<file path="src/rtl/masp_pkg.sv">
package masp_pkg;
  localparam int LANES = 4;
  localparam int DW    = 8 * LANES;

  typedef enum logic [1:0] {
    SZ_LONG = 2'b00,
    SZ_BYTE = 2'b01,
    SZ_WORD = 2'b10
  } bsize_e;

  typedef enum logic [1:0] {
    ST_IDLE   = 2'd0,
    ST_STROBE = 2'd1,
    ST_WAIT   = 2'd2
  } seq_state_e;

  // Operand byte count for a request size code; the reserved code counts as a longword.
  function automatic logic [2:0] op_bytes(input logic [1:0] code);
    case (code)
      2'b01:   op_bytes = 3'd1;
      2'b10:   op_bytes = 3'd2;
      default: op_bytes = 3'd4;
    endcase
  endfunction
endpackage

</file>
<file path="src/rtl/masp_piece_plan.sv">
module masp_piece_plan
  import masp_pkg::*;
(
  input  logic [1:0] off,
  input  logic [2:0] rem,
  output bsize_e     psize,
  output logic [2:0] pbytes
);
  always_comb begin
    if (off == 2'd0 && rem >= 3'd4) begin
      psize  = SZ_LONG;
      pbytes = 3'd4;
    end else if (!off[0] && rem >= 3'd2) begin
      psize  = SZ_WORD;
      pbytes = 3'd2;
    end else begin
      psize  = SZ_BYTE;
      pbytes = 3'd1;
    end
  end
endmodule

</file>
<file path="src/rtl/masp_lane_steer.sv">
module masp_lane_steer
  import masp_pkg::*;
(
  input  logic [1:0]    off,
  input  logic [2:0]    pbytes,
  input  logic [1:0]    done_k,
  input  logic [2:0]    op_len,
  input  logic [DW-1:0] wop,
  input  logic [DW-1:0] rdata,
  input  logic [DW-1:0] opreg,
  output logic [DW-1:0] lanes_w,
  output logic [DW-1:0] merged
);
  // Write side: lane L carries the operand byte whose address sits at offset L.
  for (genvar L = 0; L < LANES; L++) begin : g_wlane
    logic       hit;
    logic [1:0] rel, idx, pos;
    logic [7:0] b;
    always_comb begin
      hit = (3'(L) >= {1'b0, off}) && (3'(L) < ({1'b0, off} + pbytes));
      rel = 2'(L) - off;
      idx = done_k + rel;
      pos = op_len[1:0] - 2'd1 - idx;
      b   = hit ? 8'(wop >> {pos, 3'b000}) : 8'h00;
    end
    assign lanes_w[(LANES-1-L)*8 +: 8] = b;
  end

  // Read side: operand byte P (counted from the LSB) takes its lane if this piece covers it.
  for (genvar P = 0; P < LANES; P++) begin : g_rbyte
    logic       hit;
    logic [2:0] idx;
    logic [1:0] lane, sel;
    logic [7:0] b;
    always_comb begin
      idx  = op_len - 3'd1 - 3'(P);
      hit  = (3'(P) < op_len) && (idx >= {1'b0, done_k}) &&
             (idx < ({1'b0, done_k} + pbytes));
      lane = off + idx[1:0] - done_k;
      sel  = 2'd3 - lane;
      b    = hit ? 8'(rdata >> {sel, 3'b000}) : opreg[P*8 +: 8];
    end
    assign merged[P*8 +: 8] = b;
  end
endmodule

</file>
<file path="src/rtl/masp_bus_seq.sv">
module masp_bus_seq
  import masp_pkg::*;
#(
  parameter int ADDR_W = 32
) (
  input  logic              clk,
  input  logic              rst,
  input  logic              req_valid,
  output logic              req_ready,
  input  logic [ADDR_W-1:0] req_addr,
  input  logic [1:0]        req_size,
  input  logic              req_write,
  input  logic              req_fetch,
  input  logic [31:0]       req_wdata,
  output logic              rsp_valid,
  output logic [31:0]       rsp_rdata,
  output logic              fetch_err,
  output logic [ADDR_W-1:0] bus_addr,
  output logic [1:0]        bus_size,
  output logic              bus_rw,
  output logic              bus_ts,
  input  logic              bus_ta,
  output logic [31:0]       bus_wdata,
  input  logic [31:0]       bus_rdata
);
  seq_state_e        state;
  logic [ADDR_W-1:0] cur_addr;
  logic [2:0]        rem;
  logic [2:0]        op_len;
  logic [1:0]        done_k;
  logic              is_wr;
  logic [DW-1:0]     wop;
  logic [DW-1:0]     opreg;
  logic              rsp_q, ferr_q;

  bsize_e        psize;
  logic [2:0]    pbytes;
  logic [DW-1:0] lanes_w, merged;

  masp_piece_plan u_plan (
    .off    (cur_addr[1:0]),
    .rem    (rem),
    .psize  (psize),
    .pbytes (pbytes)
  );

  masp_lane_steer u_steer (
    .off     (cur_addr[1:0]),
    .pbytes  (pbytes),
    .done_k  (done_k),
    .op_len  (op_len),
    .wop     (wop),
    .rdata   (bus_rdata),
    .opreg   (opreg),
    .lanes_w (lanes_w),
    .merged  (merged)
  );

  wire accept = (state == ST_IDLE) && req_valid;
  wire acked  = (state == ST_WAIT) && bus_ta;
  wire last   = (rem == pbytes);

  always_ff @(posedge clk) begin
    if (rst) begin
      state    <= ST_IDLE;
      cur_addr <= '0;
      rem      <= '0;
      op_len   <= '0;
      done_k   <= '0;
      is_wr    <= 1'b0;
      wop      <= '0;
      opreg    <= '0;
      rsp_q    <= 1'b0;
      ferr_q   <= 1'b0;
    end else begin
      rsp_q  <= 1'b0;
      ferr_q <= 1'b0;
      case (state)
        ST_IDLE: if (accept) begin
          if (req_fetch && req_addr[0]) begin
            ferr_q <= 1'b1;
          end else begin
            cur_addr <= req_addr;
            rem      <= op_bytes(req_size);
            op_len   <= op_bytes(req_size);
            done_k   <= 2'd0;
            is_wr    <= req_write;
            wop      <= req_wdata;
            opreg    <= '0;
            state    <= ST_STROBE;
          end
        end
        ST_STROBE: state <= ST_WAIT;
        ST_WAIT: if (acked) begin
          if (!is_wr) opreg <= merged;
          if (last) begin
            rsp_q <= 1'b1;
            state <= ST_IDLE;
          end else begin
            cur_addr <= cur_addr + ADDR_W'(pbytes);
            rem      <= rem - pbytes;
            done_k   <= done_k + pbytes[1:0];
            state    <= ST_STROBE;
          end
        end
        default: state <= ST_IDLE;
      endcase
    end
  end

  assign req_ready = (state == ST_IDLE);
  assign rsp_valid = rsp_q;
  assign rsp_rdata = opreg;
  assign fetch_err = ferr_q;
  assign bus_addr  = cur_addr;
  assign bus_size  = psize;
  assign bus_rw    = !is_wr;
  assign bus_ts    = (state == ST_STROBE);
  assign bus_wdata = (state != ST_IDLE && is_wr) ? lanes_w : '0;

  // the start strobe lasts a single clock
  a_r6_strobe_single: assert property (@(posedge clk) disable iff (rst)
    bus_ts |=> !bus_ts);
  // the address holds while waiting for the acknowledge
  a_r6_addr_hold: assert property (@(posedge clk) disable iff (rst)
    (state == ST_WAIT) |-> $stable(bus_addr));
  // no new request is taken while a transfer is on the bus
  a_r7_busy_not_ready: assert property (@(posedge clk) disable iff (rst)
    bus_ts |-> !req_ready);
  // every issued piece is naturally aligned for its size
  a_r2_piece_aligned: assert property (@(posedge clk) disable iff (rst)
    bus_ts |-> !((bus_size == SZ_LONG && bus_addr[1:0] != 2'd0) ||
                 (bus_size == SZ_WORD && bus_addr[0])));
  // an address error leaves the bus untouched and the block idle
  a_r8_fetch_no_cycle: assert property (@(posedge clk) disable iff (rst)
    fetch_err |-> (req_ready && !bus_ts));
  // completion is a single-cycle pulse
  a_r5_done_pulse: assert property (@(posedge clk) disable iff (rst)
    rsp_valid |=> !rsp_valid);
endmodule

</file>
<file path="config.mk">
export PLATFORM = sky130hd
export DESIGN_NAME = masp_bus_seq
export DESIGN_NICKNAME = d
export VERILOG_FILES = /design/src/rtl/masp_pkg.sv /design/src/rtl/masp_piece_plan.sv /design/src/rtl/masp_lane_steer.sv /design/src/rtl/masp_bus_seq.sv
export SDC_FILE = /design/constraint.sdc
export NUM_CORES = 1
export LEC_CHECK = 0
export ABC_AREA = 1
export BUFFER_PORTS_ARGS = -buffer_cell sky130_fd_sc_hd__buf_2
export CAP_MARGIN = 20
export CORE_AREA = 4 4 127 129
export DETAILED_ROUTE_END_ITERATION = 10
export DIE_AREA = 0 0 131 133
export PLACE_DENSITY_LB_ADDON = 0.3
export SETUP_SLACK_MARGIN = 0.15
export SYNTH_ARGS = -nofsm -noshare
export SYNTH_HDL_FRONTEND = slang
export SYNTH_SLANG_ARGS = --single-unit
export TNS_END_PERCENT = 10
</file>
<file path="constraint.sdc">
create_clock -name clk -period 3.5 [get_ports clk]
set_clock_uncertainty 0.05 [all_clocks]
set_input_delay 0.175 -clock clk [delete_from_list [all_inputs] [get_ports clk]]
set_output_delay 0.175 -clock clk [all_outputs]
set_load 0.03 [all_outputs]
</file>
==> run_results.csv, run 1 <==
group,metric,value,unit
outcome,status,"completed",
power_and_ir_drop,p_leak,4.433,nW
synthesis,synth_common_cells,"nand2_1 (385), nor2_1 (206), o21ai_0 (149)",
clock_tree,ctsRootBufferMaster,"clkbuf_16",
synthesis,syn-cell-area,8129,sq um
critical_path,critPathMaxStageDelay,0.36,ns
final_layout,antennaDiodeCount,0,
synthesis,post-synth-top-count-cell,"nand2_1",
timing,worst_pin_slew,0.9346,ns
place,dpl.hpwl,18570,microns
critical_path,cp-start-kind,"flop",
global_route,grt_pass1_vias,8321,
flow_run,drv_cap,0,
synthesis,ys_types,46,
route,routedWlPerCell,14.39,microns
global_route,grt.overflow.total,0,
critical_path,cp_data_arrival_time,2.92,ns
final_layout,drive_above_1_share,18.80,%
synthesis,yosys_register_bits,109,
timing,max_freq,317.6,MHz
clock_tree,htree_levels,3,
place,gp_congestion,0.9511,
timing,setup_violations,0,
critical_path,critPathKind,"reg2out",
critical_path,cp_data_required_time,3.27,ns
timing,setup_slack,0.3517,ns
critical_path,r2r_start,"bus_addr[0]",
synthesis,synth_top_area_share,26.84,%
route,drt-vias-per-instance,5.366,
synthesis,async_flop_share,0,%
synthesis,synth-edff-count,0,
critical_path,crit_family,"simple AND/OR/NAND/NOR gates",
global_route,antenna_found_initial,0,
floorplan,die_h,133,microns
synthesis,synthTopCellsByArea,"dfxtp_1 (27%), nand2_1 (18%), nor2_1 (9.5%)",
clock_tree,clkLatencyLatePin,0.36,ns
critical_path,endpoint_kind,"output pin",
clock_tree,cts_hold_buf,0,
critical_path,slowest_stage,"nor3_1",
critical_path,path_common_cell,"inv_1",
final_layout,synthToLayoutAreaGrowth,18.19,%
timing,fin_crit_sh,89.95,%
global_route,grt_max_degree,68,
synthesis,synth_seq_area_share,26.84,%
route,drt-total-wl,24820,microns
critical_path,r2r_cells,14,
clock_tree,numCtsBuffers,9,
synthesis,yosys_most_used_dff,"dfxtp_1",
critical_path,rrSetupSlack,0.46,ns
floorplan,die_w,131,microns
clock_tree,cts_buffer_depth,2,
route,drtIter0Drc,815,
route,postRouteAntennaNets,0,
floorplan,io_pins,207,
final_layout,fin_util,63.91,%
timing,rsz0062_at_grt,"true",
final_layout,fin_nets,1669,
timing,relSlewSlack,37.62,%
floorplan,die_area,17420,sq um
final_layout,fill_cells,1467,
global_route,grt_first_pass_wirelength,39770,microns
floorplan,core,15030,sq um
power_and_ir_drop,power.density,490.2,nW/um^2
worst_hold_path,holdPathEnd,"wop[12]",
synthesis,synth.avg_cell_area,5.955,sq um
floorplan,rows,45,
synthesis,syn_nets,1502,
route,vias,9256,
worst_hold_path,min-delay-start,"req_wdata[12]",
place,portBuffers,206,
critical_path,crit_fanout,8,
place,place_ws,0.5197,ns
timing,setup_tns,0,ns
power_and_ir_drop,peakVddDrop,0.0003057,V
timing,hold_viol_final,0,
clock_tree,clkTransAtPathRegs,0.08,ns
critical_path,cp_cell_sequence,"inv_1 > o21ai_2 > nor2_2 > ha_1 > inv_1 > nand2_2 > xor2_1 > nand2_1 > nand3_1 > nor3_1 > buf_2",
route,dr.pass1.iters,5,
critical_path,r2r_end,"rsp_rdata[24]",
clock_tree,cts_tree,"done",
route,detail_route.drc_violations,0,
clock_tree,clock-sinks,109,
synthesis,ys_warn_count,0,
timing,slew_viol_final,0,
synthesis,post-synth-top-area-cell,"dfxtp_1",
synthesis,synthCells,1365,
worst_hold_path,hold_depth,3,
timing,min_period,3.148,ns
critical_path,crit_buf_inv,3,
floorplan,initial_core_util,54.07,%
global_route,grtUsageTotal,27.95,%
worst_hold_path,hp-class,"in2reg",
==> layout by cell type (no fill, tap or decap), types with 2 or more instances in the layout <==
| cell | Yosys | routed |
|---|---|---|
| nand3_1 | 88 | 87 |
| nand3_2 | 1 | 2 |
| nand3_4 | 2 | 2 |
| inv_1 | 119 | 117 |
| nor3_2 | 0 | 9 |
| clkinvlp_4 | 0 | 3 |
| nand4_1 | 6 | 6 |
| inv_6 | 0 | 2 |
| inv_2 | 6 | 6 |
| or2_2 | 3 | 3 |
| a31oi_1 | 8 | 8 |
| clkbuf_16 | 0 | 9 |
| ha_1 | 29 | 28 |
| a211oi_1 | 7 | 7 |
| buf_4 | 3 | 14 |
| xor2_1 | 7 | 7 |
| nand2_4 | 4 | 4 |
| xor2_2 | 2 | 2 |
| nor3_1 | 20 | 11 |
| dfxtp_1 | 109 | 108 |
| a21oi_1 | 107 | 107 |
| fa_1 | 4 | 2 |
| bufinv_16 | 0 | 2 |
| nand2_2 | 5 | 6 |
| o21ai_0 | 149 | 148 |
| nand3b_1 | 7 | 7 |
| xnor2_1 | 8 | 8 |
| nor2_1 | 206 | 204 |
| buf_2 | 13 | 206 |
| nand2_1 | 385 | 384 |
| nor2_2 | 0 | 2 |
| fa_2 | 0 | 2 |
==> registers in the layout, summed over array words and instances (netlist names) <==
signal / count
op_len: 3
bus_addr: 32
wop: 32
fetch_err: 1
state: 2
is_wr: 1
rsp_rdata: 32
done_k: 2
rem: 3
rsp_valid: 1
==> through the flow <==
stage	std cells	cell area (sq um)	hold WS, ns	total power, mW
after floorplan	1365	8175	0.2533	3.068
after global placement	1708	9235	0.3805	3.475
final	1725	9608	0.01643	4.710
after global routing	1725	9608	0.01584	5.049
after CTS	1724	9574	0.003259	4.687
after detailed placement	1708	9235	0.3877	3.507
==> logic make-up (layout without fill, tap and decap cells) <==
logic type | count (synthesis) | count (layout) | synth area share [%]
AND/OR/NAND/NOR | 731 | 731 | 37.34
flip-flops | 109 | 109 | 26.84
adder cells (fa/ha/maj) | 33 | 33 | 5.449
XOR/XNOR | 19 | 19 | 2.555
buffers and inverters | 192 | 364 | 9.789
AO/OA/AOI/OAI | 281 | 281 | 18.02
==> power by group <==
part / total, mW / leakage, nW / switching (mW) / internal (mW)
combinational: 2.10 / 3.37 / 1.46 / 0.646
clock: 1.17 / 0.165 / 0.524 / 0.646
sequential: 1.44 / 0.894 / 0.0997 / 1.34
==> worst max path at each step <==
stage,startpoint,end,slack [ns],cells after the start
global placement,bus_addr[0],rsp_rdata[31],0.61,14
floorplan,bus_addr[0],rsp_rdata[24],0.31,12
CTS,bus_addr[0],bus_wdata[9],0.22,9
finish,bus_addr[0],bus_wdata[17],0.35,11
global route,bus_addr[0],bus_wdata[13],0.13,9
detailed placement,bus_addr[0],rsp_rdata[24],0.52,14
==> tightest hold or removal path: cells and delay by family <==
kind	cells	cell delay [ns]
compound gates	1	0.07
simple gates	1	0.08
buf+inv	1	0.08
==> layout make-up <==
type | instances | area [sq um] | area share (%)
Multi-Input combinational cell | 1064 | 5220 | 54.33
Timing Repair inverter | 1 | 7.507 | 0.07814
Sequential cell | 109 | 2183 | 22.72
Tap cell | 188 | 235.2 | 2.448
Clock inverter | 7 | 113.9 | 1.185
Inverter | 127 | 486.7 | 5.066
Timing Repair Buffer | 220 | 1136 | 11.82
Clock buffer | 9 | 225.2 | 2.344
==> layer usage <==
layer | vias to the layer above | GRT usage [%] | wire length (microns)
met5 | - | 0 | 0
met4 | 0 | 9.657 | 700
met3 | 52 | 4.279 | 1743
met2 | 362 | 45.97 | 11710
met1 | 4120 | 36.97 | 10670
li1 | 4722 | - | -
==> what timing repair did <==
action,CTS,global route
resized for setup,0,9
hold endpoints to repair,0,0
endpoints found under the setup margin,0,30
setup buffers,0,0
Power figures use the tool's default switching activity.
==> run 2, diff against run 1 <==
--- a/config.mk
+++ b/config.mk
@@ -11,6 +11,7 @@
 export CORE_AREA = 4 4 127 129
 export DETAILED_ROUTE_END_ITERATION = 10
 export DIE_AREA = 0 0 131 133
+export HOLD_SLACK_MARGIN = 0.06
 export PLACE_DENSITY_LB_ADDON = 0.3
 export SETUP_SLACK_MARGIN = 0.15
 export SYNTH_ARGS = -nofsm -noshare
==> run 2 against run 1 <==
  * Cell count rose by 1.6%
  * Sequential power about the same
  * Highest routed layer unchanged
  * Critical endpoint is now bus_wdata[9]
  * Fmax fell by 0.90%
  * Count of clock-buffer cells in the layout is the same
  * Non-clock buffer count increased by 28
  * Setup slack worse by 0.028 ns
  * Final area is 2.9% higher
  * Critical path type unchanged
  * Hold slack better by 0.059 ns
  * Combinational power is 2% higher
  * Critical path depth decreased by 2
  * Register-to-register slack hardly changed
  * Die area stayed put
==> run_results.csv, run 2 (synthesized netlist as in run 1, its figures left out) <==
group,metric,value,unit
global_route,grt_max_degree,68,
global_route,use_met3,4.522,%
critical_path,r2r_cells,14,
route,detail_route.drc_violations,0,
critical_path,crit_fanout,8,
floorplan,initial_core_util,54.07,%
global_route,grt_busiest_layer,"met2",
timing,min_period,3.177,ns
timing,hold_viol_final,0,
final_layout,multi_input_area,5220,sq um
global_route,grt_pass1_vias,8553,
clock_tree,cts_buffer_depth,2,
critical_path,r2r_start,"bus_addr[0]",
power_and_ir_drop,peakVddDrop,0.0003062,V
timing,max_freq,314.8,MHz
critical_path,endpoint_kind,"output pin",
critical_path,r2r_end,"rsp_rdata[24]",
critical_path,critPathKind,"reg2out",
clock_tree,post_cts_buffers,0,
route,drt-vias-per-instance,5.408,
place,placed_cell_area,9235,sq um
route,postRouteAntennaNets,0,
floorplan,core,15030,sq um
global_route,antenna_found_initial,0,
clock_tree,numCtsBuffers,9,
global_route,grt_util_met2,47.09,%
place,dpl.hpwl,18570,microns
clock_tree,clkTransAtPathRegs,0.08,ns
global_route,grt_first_pass_wirelength,40950,microns
floorplan,rows,45,
clock_tree,cts_tree,"done",
critical_path,rrSetupSlack,0.47,ns
route,vias,9481,
clock_tree,clkLatencyLatePin,0.36,ns
critical_path,critPathMaxStageDelay,0.32,ns
critical_path,cp_cell_sequence,"inv_1 > o21ai_2 > nor2_2 > ha_1 > xnor2_1 > o21ai_0 > nand3_2 > nor3_2 > buf_2",
clock_tree,htree_levels,3,
timing,worst_pin_slew,0.9413,ns
route,drtIter0Drc,853,
critical_path,crit_end,"bus_wdata[9]",
critical_path,cp-start-kind,"flop",
floorplan,io_pins,207,
route,dr.pass1.iters,5,
critical_path,slowest_stage,"dfxtp_1",
critical_path,cp_data_required_time,3.27,ns
final_layout,final_cell_mix,"nand2_1 (384), buf_2 (206), nor2_1 (204)",
floorplan,die_area,17420,sq um
flow_run,drv_cap,0,
place,portBuffers,206,
timing,relSlewSlack,37.18,%
final_layout,fin_nets,1697,
timing,rsz0062_at_grt,"true",
global_route,use_met1,37.56,%
route,routedWlPerCell,14.56,microns
power_and_ir_drop,p_leak,4.549,nW
floorplan,die_w,131,microns
final_layout,fill_cells,1415,
timing,slew_viol_final,0,
critical_path,cp_data_arrival_time,2.95,ns
global_route,grt.overflow.total,0,
timing,setup_violations,0,
timing,setup_tns,0,ns
final_layout,antennaDiodeCount,0,
final_layout,regArea,2183,sq um
worst_hold_path,hp-class,"in2reg",
final_layout,final_common_cell,"nand2_1",
clock_tree,clock-sinks,109,
power_and_ir_drop,power,4.744,mW
timing,fin_crit_sh,90.76,%
final_layout,fin_area,9888,sq um
floorplan,die_h,133,microns
outcome,status,"completed",
critical_path,cp-startpoint,"bus_addr[0]",
route,drt-total-wl,25530,microns
power_and_ir_drop,power.density,479.7,nW/um^2
global_route,grtUsageTotal,28.80,%
final_layout,fin_util,65.78,%
final_layout,synthToLayoutAreaGrowth,21.64,%
place,gp_congestion,0.9511,
clock_tree,ctsRootBufferMaster,"clkbuf_16",
final_layout,drive_above_1_share,18.47,%
==> run 2: cell count changes in the layout (fill, tap and decap cells not counted), sizes merged <==
cell and delta:
dlygate4sd3 +28
==> run 2: repair_timing <==
item / in CTS / in global routing
hold buffers: 28 / 0
endpoints found under the setup margin: 0 / 30
endpoints found under the hold margin: 27 / 0
gates resized for setup: 0 / 9
==> run 2: how the worst min path moves through the flow <==
| stage | start | end | slack, ns | depth (start not counted) |
|---|---|---|---|---|
| after floorplan | bus_ta | rsp_valid | 0.25 | 2 |
| after global placement | req_addr[1] | bus_addr[1] | 0.38 | 3 |
| after detailed placement | req_wdata[12] | wop[12] | 0.39 | 3 |
| after CTS | req_wdata[27] | wop[27] | 0.06 | 3 |
| after global routing | req_wdata[22] | wop[22] | 0.07 | 3 |
| final | req_wdata[23] | wop[23] | 0.08 | 3 |
==> run 2: report_power, final <==
| part | switching (mW) | internal [mW] | leakage, nW |
|---|---|---|---|
| logic | 1.47 | 0.666 | 3.49 |
| registers | 0.100 | 1.34 | 0.894 |
| clock network | 0.525 | 0.646 | 0.165 |
| total | 2.10 | 2.65 | 4.55 |
==> run 2: worst max-delay path: cells and delay by family (launching register included) <==
family	cells	cell delay, ns
buffers and inverters	2	0.46
flip-flops	1	0.32
adder cells (fa/ha/maj)	1	0.32
XOR/XNOR	1	0.18
AO/OA/AOI/OAI	2	0.40
AND/OR/NAND/NOR	3	0.90
==> run 2: layout make-up <==
type | instances | area share [%]
multi-input cells | 1064 | 52.79
clock buffers | 9 | 2.278
inverters | 127 | 4.922
repair buffers | 248 | 14.32
well taps | 188 | 2.379
repair inverters | 1 | 0.07592
flip-flops and latches | 109 | 22.08
clock inverters | 7 | 1.151
==> run 2: per-layer routing <==
layer	wire length [microns]	share of wire, %	up-vias
li1	-	-	4779
met3	2000	7.8	68
met2	11970	47	431
met1	10630	42	4203
met4	919	3.6	0
met5	0	0	-
==> run 2: metrics by stage <==
step | setup WS [ns] | hold slack, ns | std cells
2_1_floorplan | 0.3081 | 0.2533 | 1365
6_report | 0.3233 | 0.07544 | 1753
4_1_cts | 0.2213 | 0.06003 | 1752
3_3_place_gp | 0.6071 | 0.3805 | 1708
5_1_grt | 0.1127 | 0.06873 | 1753
3_5_place_dp | 0.5197 | 0.3877 | 1708
